$ cat src/rtl/rcq_pkg.sv
package rcq_pkg;
  typedef enum logic [2:0] {F_IDLE, F_RECV, F_DROP, F_STAMP, F_FETCH} fill_st_t;
  typedef enum logic [1:0] {A_IDLE, A_OFFER, A_WAIT} arb_st_t;
  localparam logic [1:0] RA_COLLECT = 2'd0;
  localparam logic [1:0] RA_HEAD    = 2'd1;
  localparam logic [1:0] RA_TAIL    = 2'd2;
  localparam logic [1:0] RA_CTRL    = 2'd3;
  localparam int CMD_AGENT = 0;
endpackage

$ cat src/rtl/rcq_stamp.sv
module rcq_stamp #(
  parameter int DW    = 16,
  parameter int FRAME = 64
) (
  input  logic          clk,
  input  logic          rst_n,
  output logic [DW-3:0] frame_cnt
);
  localparam int PW = (FRAME > 2) ? $clog2(FRAME) : 1;
  localparam logic [PW-1:0] PLAST = PW'(FRAME - 1);

  logic [PW-1:0] pre;

  always_ff @(posedge clk) begin
    if (!rst_n) begin
      pre       <= '0;
      frame_cnt <= '0;
    end else if (pre == PLAST) begin
      pre       <= '0;
      frame_cnt <= frame_cnt + 1'b1;
    end else begin
      pre <= pre + 1'b1;
    end
  end
endmodule

$ cat src/rtl/rcq_arb.sv
module rcq_arb #(
  parameter int AW = 8
) (
  input  logic          clk,
  input  logic          rst_n,
  input  logic          h_req,
  input  logic [AW-1:0] h_addr,
  input  logic          c_req,
  input  logic [AW-1:0] c_addr,
  output logic          mr_valid,
  input  logic          mr_ready,
  output logic [AW-1:0] mr_addr,
  input  logic          mrsp_valid,
  output logic          h_rsp,
  output logic          c_rsp
);
  import rcq_pkg::*;

  arb_st_t       st;
  logic          own_head;
  logic [AW-1:0] addr_q;

  always_ff @(posedge clk) begin
    if (!rst_n) begin
      st       <= A_IDLE;
      own_head <= 1'b0;
      addr_q   <= '0;
    end else begin
      case (st)
        A_IDLE: begin
          if (h_req) begin
            own_head <= 1'b1;
            addr_q   <= h_addr;
            st       <= A_OFFER;
          end else if (c_req) begin
            own_head <= 1'b0;
            addr_q   <= c_addr;
            st       <= A_OFFER;
          end
        end
        A_OFFER: if (mr_ready) st <= A_WAIT;
        A_WAIT:  if (mrsp_valid) st <= A_IDLE;
        default: st <= A_IDLE;
      endcase
    end
  end

  assign mr_valid = (st == A_OFFER);
  assign mr_addr  = addr_q;
  assign h_rsp    = (st == A_WAIT) && mrsp_valid && own_head;
  assign c_rsp    = (st == A_WAIT) && mrsp_valid && !own_head;

  a_r11_rd_hold: assert property (@(posedge clk) disable iff (!rst_n)
    mr_valid && !mr_ready |=> mr_valid && $stable(mr_addr));
  a_r11_single_read: assert property (@(posedge clk) disable iff (!rst_n)
    mrsp_valid |-> st == A_WAIT);
  a_r12_head_first: assert property (@(posedge clk) disable iff (!rst_n)
    (st == A_IDLE) && h_req && c_req |=> mr_valid && mr_addr == $past(h_addr));
endmodule

$ cat src/rtl/rcq_fill.sv
module rcq_fill #(
  parameter int AW       = 8,
  parameter int DW       = 16,
  parameter int TS_OFS   = 0,
  parameter int LINK_OFS = 1
) (
  input  logic          clk,
  input  logic          rst_n,
  input  logic [AW-1:0] head,
  input  logic          empty,
  input  logic          pending,
  input  logic [DW-3:0] frame_cnt,
  input  logic          rx_start_valid,
  output logic          rx_start_ready,
  input  logic          rx_done,
  output logic          rx_discard,
  output logic          mw_valid,
  input  logic          mw_ready,
  output logic [AW-1:0] mw_addr,
  output logic [DW-1:0] mw_data,
  output logic          h_req,
  output logic [AW-1:0] h_addr,
  input  logic          h_rsp,
  input  logic [AW-1:0] rsp_ptr,
  output logic          head_load,
  output logic [AW-1:0] head_next,
  output logic          agent_grant,
  output logic [AW-1:0] agent_buf,
  output logic          tog_set
);
  import rcq_pkg::*;

  localparam logic [AW-1:0] TSO = AW'(TS_OFS);
  localparam logic [AW-1:0] LKO = AW'(LINK_OFS);

  fill_st_t      st;
  logic [AW-1:0] cur;
  logic          src_agent;
  logic [DW-1:0] word;
  logic          accept;
  logic          serve;

  assign serve          = (st == F_IDLE) && pending && !empty;
  assign rx_start_ready = (st == F_IDLE) && !(pending && !empty);
  assign accept         = rx_start_valid && rx_start_ready;
  assign tog_set        = accept && empty;

  always_ff @(posedge clk) begin
    if (!rst_n) begin
      st        <= F_IDLE;
      cur       <= '0;
      src_agent <= 1'b0;
      word      <= '0;
    end else begin
      case (st)
        F_IDLE: begin
          if (serve) begin
            cur       <= head;
            src_agent <= 1'b1;
            word      <= {1'b1, 1'b1, frame_cnt};
            st        <= F_STAMP;
          end else if (accept) begin
            cur       <= head;
            src_agent <= 1'b0;
            st        <= empty ? F_DROP : F_RECV;
          end
        end
        F_RECV: if (rx_done) begin
          word <= {1'b1, 1'b0, frame_cnt};
          st   <= F_STAMP;
        end
        F_DROP:  if (rx_done) st <= F_IDLE;
        F_STAMP: if (mw_ready) st <= F_FETCH;
        F_FETCH: if (h_rsp) st <= F_IDLE;
        default: st <= F_IDLE;
      endcase
    end
  end

  assign rx_discard  = (st == F_DROP);
  assign mw_valid    = (st == F_STAMP);
  assign mw_addr     = cur + TSO;
  assign mw_data     = word;
  assign h_req       = (st == F_FETCH);
  assign h_addr      = cur + LKO;
  assign head_load   = (st == F_FETCH) && h_rsp;
  assign head_next   = rsp_ptr;
  assign agent_grant = head_load && src_agent;
  assign agent_buf   = cur;

  a_r11_wr_hold: assert property (@(posedge clk) disable iff (!rst_n)
    mw_valid && !mw_ready |=> mw_valid && $stable(mw_addr) && $stable(mw_data));
  a_r7_drop_when_empty: assert property (@(posedge clk) disable iff (!rst_n)
    rx_start_valid && rx_start_ready && empty |=> rx_discard && !mw_valid);
  a_r5_stamp_marker: assert property (@(posedge clk) disable iff (!rst_n)
    mw_valid |-> mw_data[DW-1]);
endmodule

$ cat src/rtl/rcq_mgr.sv
module rcq_mgr #(
  parameter int AW       = 8,
  parameter int DW       = 16,
  parameter int FRAME    = 64,
  parameter int TS_OFS   = 0,
  parameter int LINK_OFS = 1
) (
  input  logic          clk,
  input  logic          rst_n,
  input  logic          reg_wr,
  input  logic          reg_rd,
  input  logic          reg_adv,
  input  logic [1:0]    reg_addr,
  input  logic [AW-1:0] reg_wdata,
  output logic [AW-1:0] reg_rdata,
  input  logic          rx_start_valid,
  output logic          rx_start_ready,
  input  logic          rx_done,
  output logic [AW-1:0] rx_buf,
  output logic          rx_discard,
  output logic          agent_grant,
  output logic [AW-1:0] agent_buf,
  output logic          irq_empty,
  output logic          tog_flag,
  output logic          mr_valid,
  input  logic          mr_ready,
  output logic [AW-1:0] mr_addr,
  input  logic          mrsp_valid,
  input  logic [AW-1:0] mrsp_data,
  output logic          mw_valid,
  input  logic          mw_ready,
  output logic [AW-1:0] mw_addr,
  output logic [DW-1:0] mw_data
);
  import rcq_pkg::*;

  localparam logic [AW-1:0] LKO = AW'(LINK_OFS);

  logic [AW-1:0] collect, head, tail;
  logic          pending;
  logic          c_busy;
  logic [AW-1:0] c_addr;
  logic          empty;
  logic [DW-3:0] frame_cnt;
  logic          h_req, h_rsp, c_rsp;
  logic [AW-1:0] h_addr;
  logic          head_load;
  logic [AW-1:0] head_next;
  logic          tog_set;
  logic          adv_rd, cmd_agent;

  assign empty     = (head == tail);
  assign adv_rd    = reg_rd && reg_adv && (reg_addr == RA_COLLECT);
  assign cmd_agent = reg_wr && (reg_addr == RA_CTRL) && reg_wdata[CMD_AGENT];

  rcq_stamp #(.DW(DW), .FRAME(FRAME)) u_stamp (
    .clk(clk), .rst_n(rst_n), .frame_cnt(frame_cnt)
  );

  rcq_arb #(.AW(AW)) u_arb (
    .clk(clk), .rst_n(rst_n),
    .h_req(h_req), .h_addr(h_addr),
    .c_req(c_busy), .c_addr(c_addr),
    .mr_valid(mr_valid), .mr_ready(mr_ready), .mr_addr(mr_addr),
    .mrsp_valid(mrsp_valid),
    .h_rsp(h_rsp), .c_rsp(c_rsp)
  );

  rcq_fill #(.AW(AW), .DW(DW), .TS_OFS(TS_OFS), .LINK_OFS(LINK_OFS)) u_fill (
    .clk(clk), .rst_n(rst_n),
    .head(head), .empty(empty), .pending(pending), .frame_cnt(frame_cnt),
    .rx_start_valid(rx_start_valid), .rx_start_ready(rx_start_ready),
    .rx_done(rx_done), .rx_discard(rx_discard),
    .mw_valid(mw_valid), .mw_ready(mw_ready), .mw_addr(mw_addr), .mw_data(mw_data),
    .h_req(h_req), .h_addr(h_addr), .h_rsp(h_rsp), .rsp_ptr(mrsp_data),
    .head_load(head_load), .head_next(head_next),
    .agent_grant(agent_grant), .agent_buf(agent_buf),
    .tog_set(tog_set)
  );

  always_ff @(posedge clk) begin
    if (!rst_n) begin
      collect  <= '0;
      head     <= '0;
      tail     <= '0;
      pending  <= 1'b0;
      c_busy   <= 1'b0;
      c_addr   <= '0;
      tog_flag <= 1'b0;
    end else begin
      if (reg_wr && reg_addr == RA_COLLECT) collect <= reg_wdata;
      else if (c_rsp)                       collect <= mrsp_data;

      if (c_rsp) c_busy <= 1'b0;
      else if (adv_rd && !c_busy && collect != head) begin
        c_busy <= 1'b1;
        c_addr <= collect + LKO;
      end

      if (reg_wr && reg_addr == RA_HEAD) head <= reg_wdata;
      else if (head_load)                head <= head_next;

      if (reg_wr && reg_addr == RA_TAIL) tail <= reg_wdata;

      if (agent_grant)    pending <= 1'b0;
      else if (cmd_agent) pending <= 1'b1;

      if (tog_set)                                  tog_flag <= 1'b1;
      else if (reg_rd && reg_addr == RA_CTRL)       tog_flag <= 1'b0;
    end
  end

  always_comb begin
    case (reg_addr)
      RA_COLLECT: reg_rdata = collect;
      RA_HEAD:    reg_rdata = head;
      RA_TAIL:    reg_rdata = tail;
      default:    reg_rdata = {{(AW-3){1'b0}}, pending, empty, tog_flag};
    endcase
  end

  assign rx_buf    = head;
  assign irq_empty = empty;

  a_r3_collect_holds: assert property (@(posedge clk) disable iff (!rst_n)
    adv_rd && !reg_wr && !c_busy && (collect == head) |=> $stable(collect));
  a_r7_tog_sticky: assert property (@(posedge clk) disable iff (!rst_n)
    tog_set |=> tog_flag);
endmodule

$ cat config.mk
export PLATFORM = sky130hd
export DESIGN_NAME = rcq_mgr
export DESIGN_NICKNAME = d
export VERILOG_FILES = /design/src/rtl/rcq_pkg.sv /design/src/rtl/rcq_stamp.sv /design/src/rtl/rcq_arb.sv /design/src/rtl/rcq_fill.sv /design/src/rtl/rcq_mgr.sv
export SDC_FILE = /design/constraint.sdc
export NUM_CORES = 1
export LEC_CHECK = 0
export BUFFER_PORTS_ARGS = -buffer_cell sky130_fd_sc_hd__buf_4
export CORE_ASPECT_RATIO = 1.25
export CORE_MARGIN = 5
export CORE_UTILIZATION = 25
export CTS_CLUSTER_DIAMETER = 30
export CTS_CLUSTER_SIZE = 40
export DETAILED_ROUTE_END_ITERATION = 10
export PLACE_DENSITY_LB_ADDON = 0.05
export SYNTH_ARGS = -nofsm -noshare
export SYNTH_HDL_FRONTEND = slang
export SYNTH_HIERARCHICAL = 1
export SYNTH_SLANG_ARGS = --single-unit
$ cat constraint.sdc
create_clock -name clk -period 2.19 [get_ports clk]
set_input_delay 0.219 -clock clk [delete_from_list [all_inputs] [get_ports clk]]
set_output_delay 0.219 -clock clk [all_outputs]
set_load 0.01 [all_outputs]
==> run_results.csv <==
group,metric,value,unit
placed_design,io_buffer_count,90,
synthesis,yosys-top-cells-area,"dfxtp_1 38%, mux2i_1 12%, o211a_1 5.1%, nand2_1 4.3%, nor2b_1 4.2%",
timing,setup_ws,146,ps
detailed_routing,vias_per_cell,4.55,
synthesis,synthArstFlopShare,0,
clocking,post_cts_resized,0,
timing,relSlewSlack,0.525,
floorplan,num_io_pins,91,
detailed_routing,drt-wirelength-per-cell,17.0,um
timing,fin_skew,11.8,ps
critical_path,cp.required,1970,ps
global_route,grt_pass1_wl,22.9,mm
clocking,cts_buffers,9,
cells_and_area,instances_no_fill,870,
timing,max_freq,0.489,GHz
synthesis,yosys_warnings,6,
cells_and_area,drive_gt1_frac,0.255,
synthesis,syn_nets,551,
cells_and_area,syn2layout_area_growth,25.3,%
critical_path,startpoint_type,"flop",
cells_and_area,layout.nets,632,
power_and_ir_drop,power_density,715,nW/um2
critical_path,critical_path.top_delay_family,"multiplexers",
synthesis,synth_xor_area_frac,0.0651,
synthesis,synth_top_cell_area_share,0.381,
critical_path,crit_arrival,1820,ps
power_and_ir_drop,ir_drop,0.311,mV
detailed_routing,vias,3959,
run,drv_cap,0,
global_route,grt_max_degree,60,
floorplan,die_h,167,um
global_route,grtUsageTotal,0.131,
placed_design,dpl.hpwl,11.2,mm
synthesis,synth_edf_count,0,
cells_and_area,diodes,0,
timing,drv_slew,0,
synthesis,synth_top_family_by_area,"simple AND/OR/NAND/NOR gates",
clocking,clockRootBuffer,"clkbuf_16",
timing,worst_pin_slew,711,ps
timing,period_needed,2040,ps
synthesis,synth.yosys.seq_area_share,0.381,
detailed_routing,drt-initial-drc-count,110,
critical_path,cp_common_cell,"buf_4",
synthesis,synthMuxAreaShare,0.135,
critical_path,cpMaxStageDelayCell,"mux4_2",
clocking,clock_path_buffers,2,
floorplan,rows,57,
critical_path,cp_slowest_stage_delay,490,ps
clocking,clk_latency,350,ps
critical_path,path_class,"flop to primary output",
floorplan,chipWidth,136,um
synthesis,syn_area_per_cell,9.52,um2
clocking,cts.clk_slew.worst_paths,80,ps
timing,setup_viol,0,
timing,hold_viol,0,
floorplan,initial_core_util,0.254,
timing,post-route-period-util,0.933,
floorplan,die-area,22700,um2
outcome,outcome,"finished clean",
clocking,ctsHoldBuffers,0,
synthesis,yosys_register_bits,94,
synthesis,synthFlopType,"dfxtp_1",
power_and_ir_drop,power,4.42,mW
clocking,htreeDepth,3,
synthesis,yosys.area_share.adder,0.0101,
global_route,grt_pass1_vias,4030,
power_and_ir_drop,p_leak,2.66,nW
timing,fin_tns_setup,0,ps
hold_path,hold_class,"input port to flop",
timing,rsz0062_at_grt,"no",
synthesis,synth_compound_area_frac,0.128,
detailed_routing,ant_nets,0,
critical_path,critPathMaxFanout,4,
critical_path,critPathBufInv,2,
synthesis,synth_cells,519,
synthesis,yosysTopAreaCell,"dfxtp_1",
global_route,antenna_found_initial,0,
placed_design,placed_cells,854,
synthesis,synth-simple-area-share,0.212,
floorplan,coreArea,19500,um2
placed_design,place_ws,309,ps
global_route,grt_overflow_total,0,
synthesis,yosysUniqueCellTypes,61,
clocking,cts_setup_buffers,0,
synthesis,syn_area,4940,um2
detailed_routing,first_pass_iters,4,
clocking,cts.sinks,94,
critical_path,worstSetupEndpointType,"primary output",
clocking,cts_tree,"built",
detailed_routing,wl,14.8,mm
placed_design,place_congestion,0.738,
detailed_routing,drcViolationCount,0,
critical_path,crit_chain,"xnor2_1, nand4_1, nor2_1, buf_4, mux4_2, buf_4",
cells by family after synthesis:
logic type      count (synthesis)
simple gates                  190
flops                          94
compound gates                 80
mux                            63
buf+inv                        53
xor+xnor                       35
fa+ha+maj                       4
cell usage after synthesis (4+ instances only):
| cell type | count |
|---|---|
| dfxtp_1 | 94 |
| nor2b_1 | 33 |
| inv_1 | 7 |
| nor2_1 | 20 |
| xor2_1 | 12 |
| buf_6 | 8 |
| xnor2_1 | 21 |
| clkbuf_1 | 12 |
| or3_1 | 5 |
| o211a_1 | 25 |
| nand2_1 | 56 |
| ha_1 | 4 |
| o21a_1 | 5 |
| a21oi_1 | 11 |
| o21ai_0 | 14 |
| nand3_1 | 29 |
| nand4_1 | 8 |
| buf_2 | 6 |
| buf_4 | 18 |
| and3_1 | 6 |
| mux2i_1 | 60 |
| a21boi_0 | 9 |
path summary, 6_finish.rpt:
check | from | to | slack, ps | cells after the start
worst min-delay path | reg_wdata[7] | collect[7] | 130 | 2
worst min register to register | c_addr[2] | c_addr[2] | 460 | 2
worst max register to register | u_stamp/pre[0] | u_stamp/frame_cnt[13] | 360 | 5
worst max-delay path | tail[1] | reg_rdata[1] | 150 | 6
final cells by class:
cell class | instances | area, um2
fillers | 2082 | 13300
inverters | 8 | 30.0
multi-input cells | 372 | 2730
repair buffers | 115 | 888
flip-flops and latches | 94 | 1880
clock buffers | 9 | 225
well taps | 265 | 332
clock inverters | 7 | 104
where the power goes:
part,switching [mW],internal (mW)
clock,0.740,1.02
sequential,0.0938,1.78
combinational,0.398,0.393
per-layer routing:
| layer | GRT usage | up-vias | part of all wire |
|---|---|---|---|
| met5 | 0 | - | 0 |
| met4 | 0.0465 | 0 | 0.017 |
| met3 | 0.0189 | 14 | 0.032 |
| met2 | 0.250 | 63 | 0.54 |
| met1 | 0.145 | 1905 | 0.41 |
| li1 | - | 1977 | - |
flip-flops by register name, summed over array words and instances, names as in the netlist:
register,cells
u_arb/mr_addr,8
u_fill/mw_data,16
u_fill/st,3
collect,8
tog_flag,1
pending,1
u_fill/agent_buf,8
u_arb/st,2
u_stamp/frame_cnt,14
u_fill/src_agent,1
rx_buf,8
c_busy,1
u_arb/own_head,1
tail,8
u_stamp/pre,6
c_addr,8
cell usage in the layout, fill, tap and decap left out, drive strengths merged, types with 2 or more instances in the layout:
master and instances:
buf 115, dfxtp 94, mux2i 60, nand2 56, nor2b 33, nand3 30, o211a 25, xnor2 23
nor2 20, o21ai 16, xor2 12, a21oi 11, nand4 11, a21boi 10, inv 10, clkbuf 9
and3 6, o21a 6, or3 6, nor3 5, and2 5, ha 4, mux4 3, and4 3
nor3b 3, nand2b 2, bufinv 2, clkinvlp 2, a22oi 2, nor4b 2, o31ai 2, or4 2
or3b 2, or2 2
per-stage QoR:
step / cell area (um2) / utilization / hold slack [ps]
finish: 6190 / 0.318 / 130
global route: 6190 / 0.318 / 129
CTS: 6190 / 0.318 / 115
detailed placement: 5860 / 0.301 / 457
global placement: 5860 / 0.301 / 457
floorplan: 4940 / - / 347
Note: power is estimated with default switching activity, not from simulation.
